===== src/rtl/irq_arb_pkg.sv =====
package irq_arb_pkg;
    localparam int VEC_W  = 8;
    localparam int DEST_W = 8;
    localparam int KIND_W = 3;

    typedef struct packed {
        logic [DEST_W-1:0] dest;
        logic              mask;
        logic              lvl;
        logic              pol;
        logic              dstm;
        logic [KIND_W-1:0] kind;
        logic [VEC_W-1:0]  vec;
    } ent_t;

    localparam int ENT_W = $bits(ent_t);

    typedef struct packed {
        logic irr;
        logic insvc;
        logic epend;
        logic coal;
    } slot_st_t;
endpackage


===== src/rtl/irq_lowest_pick.sv =====
module irq_lowest_pick #(
    parameter int N  = 8,
    parameter int IW = 3
) (
    input  logic [N-1:0]  req_i,
    output logic [N-1:0]  onehot_o,
    output logic [IW-1:0] idx_o,
    output logic          any_o
);
    always_comb begin
        onehot_o = '0;
        idx_o    = '0;
        for (int i = N - 1; i >= 0; i--) begin
            if (req_i[i]) begin
                onehot_o    = '0;
                onehot_o[i] = 1'b1;
                idx_o       = IW'(i);
            end
        end
    end

    assign any_o = |req_i;
endmodule


===== src/rtl/irq_pin_slot.sv =====
module irq_pin_slot
    import irq_arb_pkg::*;
(
    input  logic clk,
    input  logic rst_n,
    input  logic lvl_i,
    input  logic pol_i,
    input  logic trig_lvl_i,
    input  logic mask_i,
    input  logic wr_i,
    input  logic eoi_hit_i,
    input  logic grant_i,
    output logic req_o,
    output logic coal_o
);
    slot_st_t st_d, st_q;
    logic eff, rise;

    always_comb begin
        eff  = lvl_i ^ pol_i;
        rise = eff & ~st_q.irr;
        st_d = st_q;
        st_d.irr = eff;

        st_d.epend = st_q.epend & ~grant_i;
        if (rise)
            st_d.epend = 1'b1;
        if (mask_i || trig_lvl_i)
            st_d.epend = 1'b0;

        if (wr_i || eoi_hit_i)
            st_d.insvc = 1'b0;
        if (grant_i && trig_lvl_i)
            st_d.insvc = 1'b1;

        st_d.coal = rise & ~mask_i &
                    ((~trig_lvl_i & st_q.epend & ~grant_i) |
                     (trig_lvl_i & st_q.insvc & ~eoi_hit_i & ~wr_i));

        req_o = ~mask_i & ((~trig_lvl_i & st_q.epend) |
                           (trig_lvl_i & st_q.irr & ~st_q.insvc));
    end

    always_ff @(posedge clk) begin
        if (!rst_n)
            st_q <= '0;
        else
            st_q <= st_d;
    end

    assign coal_o = st_q.coal;


    insvc_set_chk: assert property (@(posedge clk) disable iff (!rst_n)
        $rose(st_q.insvc) |-> $past(grant_i));


    coal_cause_chk: assert property (@(posedge clk) disable iff (!rst_n)
        st_q.coal |-> $past(st_q.epend | st_q.insvc));


    masked_grant_chk: assert property (@(posedge clk) disable iff (!rst_n)
        grant_i |-> !mask_i);
endmodule


===== src/rtl/irq_pin_arbiter.sv =====
module irq_pin_arbiter
    import irq_arb_pkg::*;
#(
    parameter int NPINS = 8,
    localparam int PIN_W = (NPINS > 1) ? $clog2(NPINS) : 1
) (
    input  logic                   clk,
    input  logic                   rst_n,
    input  logic [NPINS-1:0]       pin_lvl,
    input  logic [NPINS*ENT_W-1:0] ent_tbl,
    input  logic [NPINS-1:0]       ent_wr,
    input  logic                   eoi_valid,
    input  logic [VEC_W-1:0]       eoi_vec,
    input  logic                   eoi_level,
    output logic                   dlv_valid,
    input  logic                   dlv_ready,
    output logic [PIN_W-1:0]       dlv_pin,
    output logic [VEC_W-1:0]       dlv_vec,
    output logic [DEST_W-1:0]      dlv_dest,
    output logic                   dlv_dest_mode,
    output logic                   dlv_level,
    output logic [KIND_W-1:0]      dlv_kind,
    output logic [NPINS-1:0]       coal_pulse
);
    typedef struct packed {
        logic              val;
        logic [PIN_W-1:0]  pin;
        logic [VEC_W-1:0]  vec;
        logic [DEST_W-1:0] dest;
        logic              dstm;
        logic              lvl;
        logic [KIND_W-1:0] kind;
    } msg_t;

    ent_t             ents [NPINS];
    logic [NPINS-1:0] req, pick_oh, grant;
    logic [PIN_W-1:0] pick_idx;
    logic             pick_any, load;
    msg_t             out_d, out_q;

    for (genvar g = 0; g < NPINS; g++) begin : g_pin
        logic hit;
        assign ents[g] = ent_t'(ent_tbl[g*ENT_W +: ENT_W]);
        assign hit = eoi_valid & eoi_level & (ents[g].vec == eoi_vec);

        irq_pin_slot u_slot (
            .clk        (clk),
            .rst_n      (rst_n),
            .lvl_i      (pin_lvl[g]),
            .pol_i      (ents[g].pol),
            .trig_lvl_i (ents[g].lvl),
            .mask_i     (ents[g].mask),
            .wr_i       (ent_wr[g]),
            .eoi_hit_i  (hit),
            .grant_i    (grant[g]),
            .req_o      (req[g]),
            .coal_o     (coal_pulse[g])
        );
    end

    irq_lowest_pick #(.N(NPINS), .IW(PIN_W)) u_pick (
        .req_i    (req),
        .onehot_o (pick_oh),
        .idx_o    (pick_idx),
        .any_o    (pick_any)
    );

    always_comb begin
        load  = pick_any & (~out_q.val | dlv_ready);
        grant = load ? pick_oh : '0;
        out_d = out_q;
        if (load) begin
            out_d.val  = 1'b1;
            out_d.pin  = pick_idx;
            out_d.vec  = ents[pick_idx].vec;
            out_d.dest = ents[pick_idx].dest;
            out_d.dstm = ents[pick_idx].dstm;
            out_d.lvl  = ents[pick_idx].lvl;
            out_d.kind = ents[pick_idx].kind;
        end else if (dlv_ready) begin
            out_d.val = 1'b0;
        end
    end

    always_ff @(posedge clk) begin
        if (!rst_n)
            out_q <= '0;
        else
            out_q <= out_d;
    end

    assign dlv_valid     = out_q.val;
    assign dlv_pin       = out_q.pin;
    assign dlv_vec       = out_q.vec;
    assign dlv_dest      = out_q.dest;
    assign dlv_dest_mode = out_q.dstm;
    assign dlv_level     = out_q.lvl;
    assign dlv_kind      = out_q.kind;


    one_grant_chk: assert property (@(posedge clk) disable iff (!rst_n)
        $onehot0(grant));


    hold_msg_chk: assert property (@(posedge clk) disable iff (!rst_n)
        (dlv_valid && !dlv_ready) |=> (dlv_valid && $stable(out_q)));


    new_msg_chk: assert property (@(posedge clk) disable iff (!rst_n)
        $rose(dlv_valid) |-> $past(|req));
endmodule


===== config.mk =====
export PLATFORM = sky130hd
export DESIGN_NAME = irq_pin_arbiter
export DESIGN_NICKNAME = d
export VERILOG_FILES = /design/src/rtl/irq_arb_pkg.sv /design/src/rtl/irq_lowest_pick.sv /design/src/rtl/irq_pin_slot.sv /design/src/rtl/irq_pin_arbiter.sv
export SDC_FILE = /design/constraint.sdc
export NUM_CORES = 1
export LEC_CHECK = 0
export BUFFER_PORTS_ARGS = -buffer_cell sky130_fd_sc_hd__buf_2
export CAP_MARGIN = 20
export CORE_UTILIZATION = 47
export CTS_CLUSTER_SIZE = 12
export DETAILED_ROUTE_END_ITERATION = 16
export PLACE_DENSITY = 0.83
export SLEW_MARGIN = 25
export SYNTH_ARGS = -nofsm -noshare
export SYNTH_HDL_FRONTEND = slang
export SYNTH_SLANG_ARGS = --single-unit

===== constraint.sdc =====
create_clock -name clk -period 2.7 [get_ports clk]
set_input_delay 0.27 -clock clk [delete_from_list [all_inputs] [get_ports clk]]
set_output_delay 0.27 -clock clk [all_outputs]
set_load 0.02 [all_outputs]

==> impl_metrics.py, run 1 <==
metrics = {
    "outcome": {
        "status": "completed",
    },
    "routing": {
        "wire_per_inst_um": 18.8,
        "wirelength_um": 17800,
        "ant_nets": 0,
        "drc": 0,
        "dr.pass1.iters": 5,
        "vias_per_cell": 5.85,
        "drt_iter0_markers": 384,
        "num_vias": 5542,
    },
    "floorplan": {
        "start_util_pct": 48.4,
        "die_h_um": 102,
        "die_w_um": 102,
        "io_pins": 246,
        "fp-row-count": 36,
        "core-area_um2": 9770,
        "die-area_um2": 10500,
    },
    "logic_synthesis": {
        "yosysTopAreaCell": "dfxtp_1",
        "synth_top_area_share_pct": 24.1,
        "avgSynthCellArea_um2": 8.18,
        "ys_types": 64,
        "syn-num-nets": 792,
        "synth.area.top_cells": "dfxtp_1 24%, xnor2_1 9.8%, mux2i_1 9.5%",
        "ys_top_cells_by_count": "57 x dfxtp_1, 53 x nand2_1, 53 x xnor2_1",
        "yosysMostFrequentCell": "dfxtp_1",
        "async_reset_ff_share_pct": 0,
        "netlist_instances": 579,
        "seq_area_frac_synth_pct": 24.1,
        "synth_warnings": 0,
        "ys_ff_latch": 57,
        "synth-edff-count": 0,
        "synth_ff_type": "dfxtp_1",
        "syn_area_um2": 4730,
    },
    "power": {
        "seqPwrFrac_pct": 32.4,
        "p_sw_share_pct": 34.5,
        "peakVddDrop_mv": 0.333,
        "p_leak_uw": 0.00281,
        "p_sw_uw": 1030,
        "powerDensity_nw_per_um2": 473,
        "p_int_uw": 1950,
        "clockPowerShare_pct": 31.8,
        "p_comb_share_pct": 35.8,
    },
    "timing": {
        "setup_viol": 0,
        "fin_tns_setup_ns": 0,
        "hold_ws_ns": 0.138,
        "tightest_slew_ns": 0.811,
        "period_needed_ns": 2.64,
        "period_share_pct": 97.8,
        "slew_headroom_pct": 45.4,
        "finClkSkew_ns": 0.0138,
        "rsz0062_at_grt": "false",
        "hold_viol_final": 0,
        "max_freq_mhz": 379,
        "slew_violations": 0,
    },
    "layout": {
        "fin_util_pct": 64.5,
        "syn2layout_area_growth_pct": 33.1,
        "fin_cells": 947,
        "drive_gt1_share_pct": 37.3,
        "final_area_um2": 6300,
        "fin_nets": 1021,
        "fill_cells": 879,
    },
    "critical_path": {
        "crit_family": "simple AND/OR/NAND/NOR gates",
        "slowest_stage": "nor3b_2",
        "crit_type": "register to register",
        "arrival_ns": 2.94,
        "start_kind": "register",
        "path_max_fanout": 10,
        "critPathRequiredTime_ns": 3.00,
        "path_cells": "nor4bb_4, nor2_1, nand3_1, nor3b_2, and2_1, a32o_1, or3_1",
        "critPathBufInv": 0,
        "critical_path.max_stage_delay_ns": 0.69,
        "crit_path_end_kind": "register",
    },
    "clock_tree": {
        "post_cts_resized": 0,
        "cts_buffers": 9,
        "htreeDepth": 3,
        "post_cts_buffers": 0,
        "root_buffer": "clkbuf_8",
        "cts_tree": "done",
        "clkSinkCount": 57,
        "clkTransAtPathRegs_ns": 0.08,
        "clockBufferDepth": 2,
        "clock_latency_ns": 0.35,
        "ctsHoldBuffers": 0,
    },
    "run": {
        "drv_cap": 0,
    },
    "hold_path": {
        "hold_class": "input port to register",
    },
    "placed_design": {
        "hpwl_um": 13800,
        "io_buffers": 245,
        "gp_congestion": 0.914,
        "placed_area_um2": 6060,
        "dp_cells": 930,
    },
    "global_route": {
        "antenna_found_initial": 1,
        "grt_usage_pct": 33.1,
        "grt_pass1_vias": 5320,
        "grt_max_degree": 31,
        "overflow": 0,
        "grt_pass1_wl_um": 26300,
    },
}
## cell usage in the layout (no fill, tap or decap), drive strengths merged, types with 4 or more instances in the layout
cell type,n
buf,265
dfxtp,57
nand2,54
xnor2,53
a21oi,49
mux2i,45
nand3,30
nor2,27
xor2,19
o21ai,17
nand2b,16
nor4,12
o22ai,12
or3,11
o2bb2ai,11
clkbuf,11
nand4,10
a2111o,10
a22oi,9
a22o,9
a32o,9
nor3b,9
and2,8
nor3,7
nand3b,6
a2111oi,6
a21o,4
## flip-flops by register name, indices dropped and copies added (netlist names)
name / cells
dlv_dest: 8
dlv_dest_mode: 1
dlv_kind: 3
dlv_level: 1
dlv_pin: 3
dlv_valid: 1
dlv_vec: 8
g_pin.u_slot.coal_o: 8
g_pin.u_slot.st_q: 24
## per-layer routing
metal  track usage [%]  share of wire (%)  routed length [um]
met1              39.8                 40                7150
met2              57.0                 48                8600
met3              5.13                7.8                1390
met4              16.9                3.5                 616
met5                 0                  0                   0
## area by class of cell
type / count / area (um^2) / share of cell area [%]
multi-input combinational: 471 / 3340 / 53.1
timing repair buffer: 265 / 1400 / 22.2
sequential: 57 / 1140 / 18.1
tap: 133 / 166 / 2.64
clock buffer: 11 / 151 / 2.40
clock inverter: 5 / 77.6 / 1.23
inverter: 4 / 15.0 / 0.238
antenna: 1 / 2.50 / 0.0397
## power groups by stage
stage	Sequential (uW)	Combinational, uW	Clock [uW]
after floorplan	1050	549	0
after global placement	978	1020	0
after detailed placement	981	1050	0
after CTS	963	1050	959
after global routing	970	1140	987
final	965	1070	947
## kinds of logic (layout without fill, tap and decap cells)
group / after synthesis / count (layout) / synth area share [%]
buffers and inverters: 51 / 285 / 5.92
AO/OA/AOI/OAI: 154 / 154 / 24.0
multiplexers: 47 / 47 / 9.99
AND/OR/NAND/NOR: 198 / 198 / 22.7
other: 0 / 1 / 0
flip-flops: 57 / 57 / 24.1
XOR/XNOR: 72 / 72 / 13.3
## worst register-to-register path: stages (launching register included)
cell and delay (ns):
dfxtp_1 0.41, nor4bb_4 0.08, nor2_1 0.30, nand3_1 0.28
nor3b_2 0.69, and2_1 0.52, a32o_1 0.21, or3_1 0.11
## worst paths after layout
path	depth (start not counted)	start	slack [ns]	to
hold / removal	2	ent_tbl[83]	0.14	g_pin[3].u_slot.coal_o$_SDFF_PN0_
setup reg to reg	7	g_pin[0].u_slot.st_q[2]$_SDFFE_PN0P_	0.06	dlv_kind[2]$_SDFFE_PN0P_
setup / recovery	7	g_pin[0].u_slot.st_q[2]$_SDFFE_PN0P_	0.06	dlv_kind[2]$_SDFFE_PN0P_
hold reg to reg	1	g_pin[4].u_slot.st_q[3]$_SDFF_PN0_	0.46	g_pin[4].u_slot.coal_o$_SDFF_PN0_
## metrics by stage
stage	total power, uW	worst slack (ns)
after floorplan	1600	0.618
after global placement	2000	-0.184
after detailed placement	2030	0.0611
after CTS	2970	0.151
after global routing	3100	0.00487
final	2980	0.0606
Power figures use the tool's default switching activity.
==> run 2, diff against run 1 <==
--- a/config.mk
+++ b/config.mk
@@ -5,12 +5,14 @@
 export SDC_FILE = /design/constraint.sdc
 export NUM_CORES = 1
 export LEC_CHECK = 0
+export ABC_AREA = 1
 export BUFFER_PORTS_ARGS = -buffer_cell sky130_fd_sc_hd__buf_2
 export CAP_MARGIN = 20
-export CORE_UTILIZATION = 47
+export CORE_UTILIZATION = 49
 export CTS_CLUSTER_SIZE = 12
 export DETAILED_ROUTE_END_ITERATION = 16
 export PLACE_DENSITY = 0.83
+export SKIP_CTS_REPAIR_TIMING = 1
 export SLEW_MARGIN = 25
 export SYNTH_ARGS = -nofsm -noshare
 export SYNTH_HDL_FRONTEND = slang
==> run 2 against run 1 <==
- fmax grew 24%
- clock skew down 0.0051 ns
- area after synthesis is 15% higher
- utilization decreased by 1.9 points
- cell count grew 39%
- via count increased by 25%
- cell area grew 7.7%
- total power fell by 0.45%
- highest routed layer unchanged
==> impl_metrics.py, run 2 <==
metrics = {
    "critical_path": {
        "slowest_stage": "buf_4",
        "r2r-start": "g_pin[0].u_slot.st_q[1]$_SDFF_PP0_",
        "start_kind": "register",
        "critical_path.max_stage_delay_ns": 0.49,
        "crit_family": "simple AND/OR/NAND/NOR gates",
        "path_max_fanout": 58,
        "critPathRequiredTime_ns": 2.94,
        "crit_top_cell": "nand2_1",
        "r2r-end": "dlv_vec[4]$_SDFFE_PN0P_",
        "crit_path_end_kind": "register",
        "arrival_ns": 2.36,
        "crit_type": "register to register",
        "r2r_setup_slack_ns": 0.58,
        "reg2regPathDepth": 14,
        "path_cells": "inv_1, o21ai_0, nand2_1, nand2_1, inv_1, nand2_4, buf_4, nand3_1, nand3_1, nand2_1, nand2_1, nand3_1, nand2_1, inv_1",
        "critPathBufInv": 4,
    },
    "timing": {
        "fin_ws_ns": 0.578,
        "hold_ws_ns": 0.105,
        "finClkSkew_ns": 0.00872,
        "period_needed_ns": 2.12,
        "hold_viol_final": 0,
        "slew_violations": 0,
        "fin_tns_setup_ns": 0,
        "rsz0062_at_grt": "false",
        "max_freq_mhz": 471,
        "tightest_slew_ns": 0.750,
        "setup_viol": 0,
        "period_share_pct": 78.6,
        "slew_headroom_pct": 50.0,
    },
    "logic_synthesis": {
        "synth_top_area_share_pct": 21.3,
        "synth_warnings": 0,
        "yosysTopAreaCell": "nand3_1",
        "avgSynthCellArea_um2": 5.61,
        "async_reset_ff_share_pct": 0,
        "netlist_instances": 970,
        "synth_ff_type": "dfxtp_1",
        "synthMuxAreaShare_pct": 0,
        "syn-num-nets": 1183,
        "syn_area_um2": 5440,
        "yosys.area_share.simple_pct": 48.0,
        "synth.area.top_cells": "nand3_1 21%, dfxtp_1 21%, nand2_1 18%",
        "ys_ff_latch": 57,
        "ys_types": 35,
        "ys_top_cells_by_count": "264 x nand2_1, 232 x nand3_1, 156 x inv_1",
        "seq_area_frac_synth_pct": 21.0,
        "synth_top_family_by_area": "simple AND/OR/NAND/NOR gates",
        "synth-adder-area-share_pct": 0,
        "synth-edff-count": 0,
        "synth_xor_area_share_pct": 4.67,
        "yosysMostFrequentCell": "nand2_1",
        "synth_compound_area_share_pct": 7.93,
    },
    "routing": {
        "highest-signal-layer": "met4",
        "wire_per_inst_um": 13.7,
        "wl_met3_um": 1540,
        "drt_iter0_markers": 569,
        "vias_per_cell": 5.23,
        "drc": 0,
        "dr_wl_met2_um": 8250,
        "wirelength_um": 18000,
        "wl_met1_um": 7680,
        "dr.pass1.iters": 4,
        "ant_nets": 0,
        "num_vias": 6904,
    },
    "global_route": {
        "antenna_found_initial": 0,
        "grt_max_degree": 66,
        "grt_pass1_wl_um": 28400,
        "overflow": 0,
        "grt_usage_pct": 31.1,
        "grt_pass1_vias": 6044,
    },
    "clock_tree": {
        "clock_latency_ns": 0.34,
        "cts_buffers": 9,
        "htreeDepth": 3,
        "clkTransAtPathRegs_ns": 0.07,
        "cts_tree": "done",
        "clkSinkCount": 57,
        "root_buffer": "clkbuf_8",
        "clockBufferDepth": 2,
    },
    "layout": {
        "syn2layout_area_growth_pct": 24.7,
        "fill_cells": 1110,
        "fin_cells": 1319,
        "layout_common_cells": "264 x nand2_1, 245 x buf_2, 232 x nand3_1, 156 x inv_1, 57 x dfxtp_1",
        "final_common_cell": "nand2_1",
        "largest_register": "g_pin.u_slot.st_q",
        "largest_reg_flops": 24,
        "fin_nets": 1388,
        "drive_gt1_share_pct": 25.1,
        "antenna_cells": 0,
    },
    "placed_design": {
        "io_buffers": 245,
        "dp_slack_ns": 0.541,
        "gp_congestion": 0.935,
        "dp_cells": 1304,
        "hpwl_um": 13700,
    },
    "power": {
        "p_leak_uw": 0.00388,
        "peakVddDrop_mv": 0.331,
        "power.total_uw": 2960,
        "powerDensity_nw_per_um2": 437,
    },
    "hold_path": {
        "hold_class": "input port to register",
        "holdPathStages": 2,
        "min_to": "g_pin[2].u_slot.coal_o$_SDFF_PN0_",
        "worstHoldStart": "ent_tbl[60]",
    },
    "floorplan": {
        "die_h_um": 107,
        "die_w_um": 107,
        "core-area_um2": 10800,
        "io_pins": 246,
        "die-area_um2": 11500,
        "fp-row-count": 38,
        "start_util_pct": 50.2,
    },
    "run": {
        "drv_cap": 0,
    },
    "outcome": {
        "status": "completed",
    },
}
## run 2: changes by cell type after synthesis, moves of 10 or more
cell,before,now
nand3_1,30,232
nand2b_1,16,0
mux2i_1,45,0
inv_1,3,156
xnor2_1,53,13
or3_1,11,0
nand2_1,53,264
o2bb2ai_1,11,0
a2111o_1,10,0
a21oi_1,45,24
nor2_1,26,56
## run 2: through the flow
step                      cell area (um^2)  util, %
after floorplan                       5440        -
after detailed placement              6600     60.9
after global placement                6600     60.9
final                                 6790     62.6
after CTS                             6790     62.6
after global routing                  6790     62.6
## run 2: area by class of cell
cell class              instances  area [um^2]  area share [%]
clock inverters                 2         12.5           0.184
multi-input cells             687         3310            48.8
flip-flops and latches         57         1140            16.8
well taps                     140          175            2.58
inverters                     163          612            9.02
clock buffers                  13          169            2.49
repair buffers                257         1370            20.1
## run 2: logic make-up after synthesis
logic type	count (synthesis)
and+or+nand+nor	590
buffers and inverters	226
AOI/OAI and AO/OA	68
DFF	57
xor gates and xnor gates	29
## run 2: where the power goes
| part | switching [uW] | total, uW | internal, uW |
|---|---|---|---|
| clock | 351 | 753 | 402 |
| sequential | 40.8 | 954 | 914 |
| combinational | 777 | 1260 | 479 |
## run 2: worst max-delay path by stage
stage / slack [ns] / cells after the start / startpoint / endpoint
global placement: 0.54 / 13 / ent_tbl[82] / g_pin[7].u_slot.coal_o$_SDFF_PN0_
CTS: 0.59 / 14 / g_pin[0].u_slot.st_q[1]$_SDFF_PP0_ / dlv_vec[4]$_SDFFE_PN0P_
finish: 0.58 / 14 / g_pin[0].u_slot.st_q[1]$_SDFF_PP0_ / dlv_vec[4]$_SDFFE_PN0P_
detailed placement: 0.54 / 14 / ent_tbl[82] / g_pin[6].u_slot.coal_o$_SDFF_PN0_
global route: 0.34 / 16 / g_pin[2].u_slot.st_q[1]$_SDFF_PP0_ / dlv_vec[4]$_SDFFE_PN0P_
floorplan: 1.14 / 13 / g_pin[3].u_slot.st_q[1]$_SDFF_PP0_ / dlv_dest[1]$_SDFFE_PN0P_
## run 2: per-layer routing
layer  vias up  GRT usage (%)
met5         -              0
li1       3486              -
met2       327           51.6
met4         0           12.6
met1      3045           39.7
met3        46           5.39
==> run 3, diff against run 2 <==
==> constraint.sdc (replaced) <==
create_clock -name clk -period 1.98 [get_ports clk]
set_input_delay 0.198 -clock clk [delete_from_list [all_inputs] [get_ports clk]]
set_output_delay 0.198 -clock clk [all_outputs]
set_load 0.02 [all_outputs]
==> run 3 against run 2 <==
- first-iteration DRC count grew 28%
- die area is the same
- critical endpoint is now dlv_vec[2]$_SDFFE_PN0P_
- non-clock buffer count grew 35
- wire length grew 11%
- register-to-register slack lost 0.48 ns
- clock power grew 63%
- cell count grew 2.8%
- utilization grew 5.7 points
- highest routed layer unchanged
- combinational power grew 60%
- sequential power grew 36%
- critical path type unchanged
- critical path depth grew 2
- clock skew is essentially flat
==> impl_metrics.py, run 3 (synthesis results as in run 2) <==
metrics = {
    "floorplan": {
        "start_util_pct": 50.2,
        "die_h_um": 107,
        "die-area_um2": 11500,
        "io_pins": 246,
        "core-area_um2": 10800,
        "fp-row-count": 38,
        "die_w_um": 107,
    },
    "global_route": {
        "grt_max_degree": 44,
        "grt_pass1_wl_um": 29400,
        "overflow": 0,
        "grt_usage_pct": 32.0,
        "antenna_found_initial": 0,
        "grt_pass1_vias": 6263,
    },
    "critical_path": {
        "critPathRequiredTime_ns": 2.22,
        "arrival_ns": 2.12,
        "crit_path_end_kind": "register",
        "path_max_fanout": 11,
        "start_kind": "register",
        "crit_path_start": "g_pin[3].u_slot.st_q[1]$_SDFF_PP0_",
        "r2r-start": "g_pin[3].u_slot.st_q[1]$_SDFF_PP0_",
        "crit_type": "register to register",
    },
    "placed_design": {
        "gp_congestion": 0.951,
        "io_buffers": 245,
        "dp_cells": 1323,
        "hpwl_um": 14300,
    },
    "layout": {
        "largest_register": "g_pin.u_slot.st_q",
        "layout_common_cells": "258 x nand2_1, 245 x buf_2, 228 x nand3_1, 155 x inv_1, 56 x dfxtp_1",
        "syn2layout_area_growth_pct": 36.0,
        "ff_latch_area_um2": 1140,
        "drive_gt1_share_pct": 28.6,
        "fin_cells": 1356,
        "fill_cells": 1043,
        "final_common_cell": "nand2_1",
        "multi_input_area_um2": 3390,
        "fin_nets": 1424,
        "antenna_cells": 0,
        "largest_reg_flops": 24,
    },
    "timing": {
        "period_needed_ns": 1.88,
        "slew_headroom_pct": 57.1,
        "period_share_pct": 94.9,
        "setup_viol": 0,
        "hold_viol_final": 0,
        "finClkSkew_ns": 0.00886,
        "slew_violations": 0,
        "hold_ws_ns": 0.0208,
        "max_freq_mhz": 532,
        "tightest_slew_ns": 0.642,
    },
    "power": {
        "powerDensity_nw_per_um2": 615,
        "p_leak_uw": 0.00417,
        "power.total_uw": 4550,
        "peakVddDrop_mv": 0.434,
    },
    "routing": {
        "drt_iter0_markers": 731,
        "ant_nets": 0,
        "dr.pass1.iters": 7,
        "drc": 0,
        "wirelength_um": 20100,
        "wire_per_inst_um": 14.8,
        "vias_per_cell": 5.35,
        "num_vias": 7252,
    },
    "clock_tree": {
        "clkTransAtPathRegs_ns": 0.07,
        "clkSinkCount": 57,
        "cts_buffers": 9,
        "htreeDepth": 3,
        "clockBufferDepth": 2,
        "cts_tree": "done",
        "root_buffer": "clkbuf_8",
        "clock_latency_ns": 0.34,
    },
    "outcome": {
        "status": "completed",
    },
    "run": {
        "drv_cap": 0,
    },
    "hold_path": {
        "worstHoldStart": "ent_tbl[83]",
        "hold_class": "input port to register",
    },
}
[run 3: cell count changes in the layout (fill, tap and decap cells not counted), sizes merged]
cell	before	now
buf	257	284
bufinv	0	2
clkbuf	13	19
clkinv	3	5
clkinvlp	1	0
nand2	269	270
[run 3: power breakdown]
| part | internal (uW) | leakage (uW) | switching (uW) | total [uW] |
|---|---|---|---|---|
| logic | 843 | 0.00359 | 1170 | 2010 |
| registers | 1250 | 0.000467 | 58.7 | 1300 |
| clock network | 741 | 0.000113 | 493 | 1230 |
[run 3: layout make-up]
type	instances	share of cell area, %
Sequential cell	57	15.4
Timing Repair Buffer	292	25.1
Clock buffer	11	1.91
Inverter	163	8.27
Clock inverter	5	1.07
Tap cell	140	2.37
Multi-Input combinational cell	688	45.9
[run 3: per-layer routing]
| metal | global-route usage, % | wire length, um |
|---|---|---|
| met2 | 54.3 | 9180 |
| met4 | 12.7 | 773 |
| met1 | 39.3 | 8170 |
| met3 | 6.54 | 1960 |
| met5 | 0 | 0 |
[run 3: worst paths after layout]
check	slack [ns]	cells past startpoint	to
setup / recovery	0.10	16	dlv_vec[2]$_SDFFE_PN0P_
hold / removal	0.02	2	g_pin[3].u_slot.st_q[1]$_SDFF_PP0_
setup reg to reg	0.10	16	dlv_vec[2]$_SDFFE_PN0P_
hold reg to reg	0.48	2	g_pin[5].u_slot.st_q[1]$_SDFF_PP0_
[run 3: through the flow]
step | TNS, ns | util [%] | setup WS, ns | area [um^2]
floorplan | 0 | - | 0.420 | 5440
global placement | 0 | 62.6 | 0.0167 | 6780
detailed placement | -0.925 | 62.6 | -0.111 | 6780
CTS | -1.38 | 64.6 | -0.135 | 7000
global route | -0.242 | 68.2 | -0.0332 | 7400
finish | 0 | 68.2 | 0.101 | 7400
[run 3: worst max-delay path, stage by stage, from the launching register on]
cell	delay, ns
dfxtp_1	0.33
inv_1	0.05
nor2_2	0.11
inv_1	0.06
nand2_1	0.06
nand2_1	0.06
buf_4	0.15
nand3_4	0.09
nand2_8	0.11
buf_12	0.15
clkbuf_16	0.16
nand3_1	0.06
nand3_1	0.11
nand3_1	0.11
nand3_1	0.08
nand2_1	0.06
inv_1	0.04
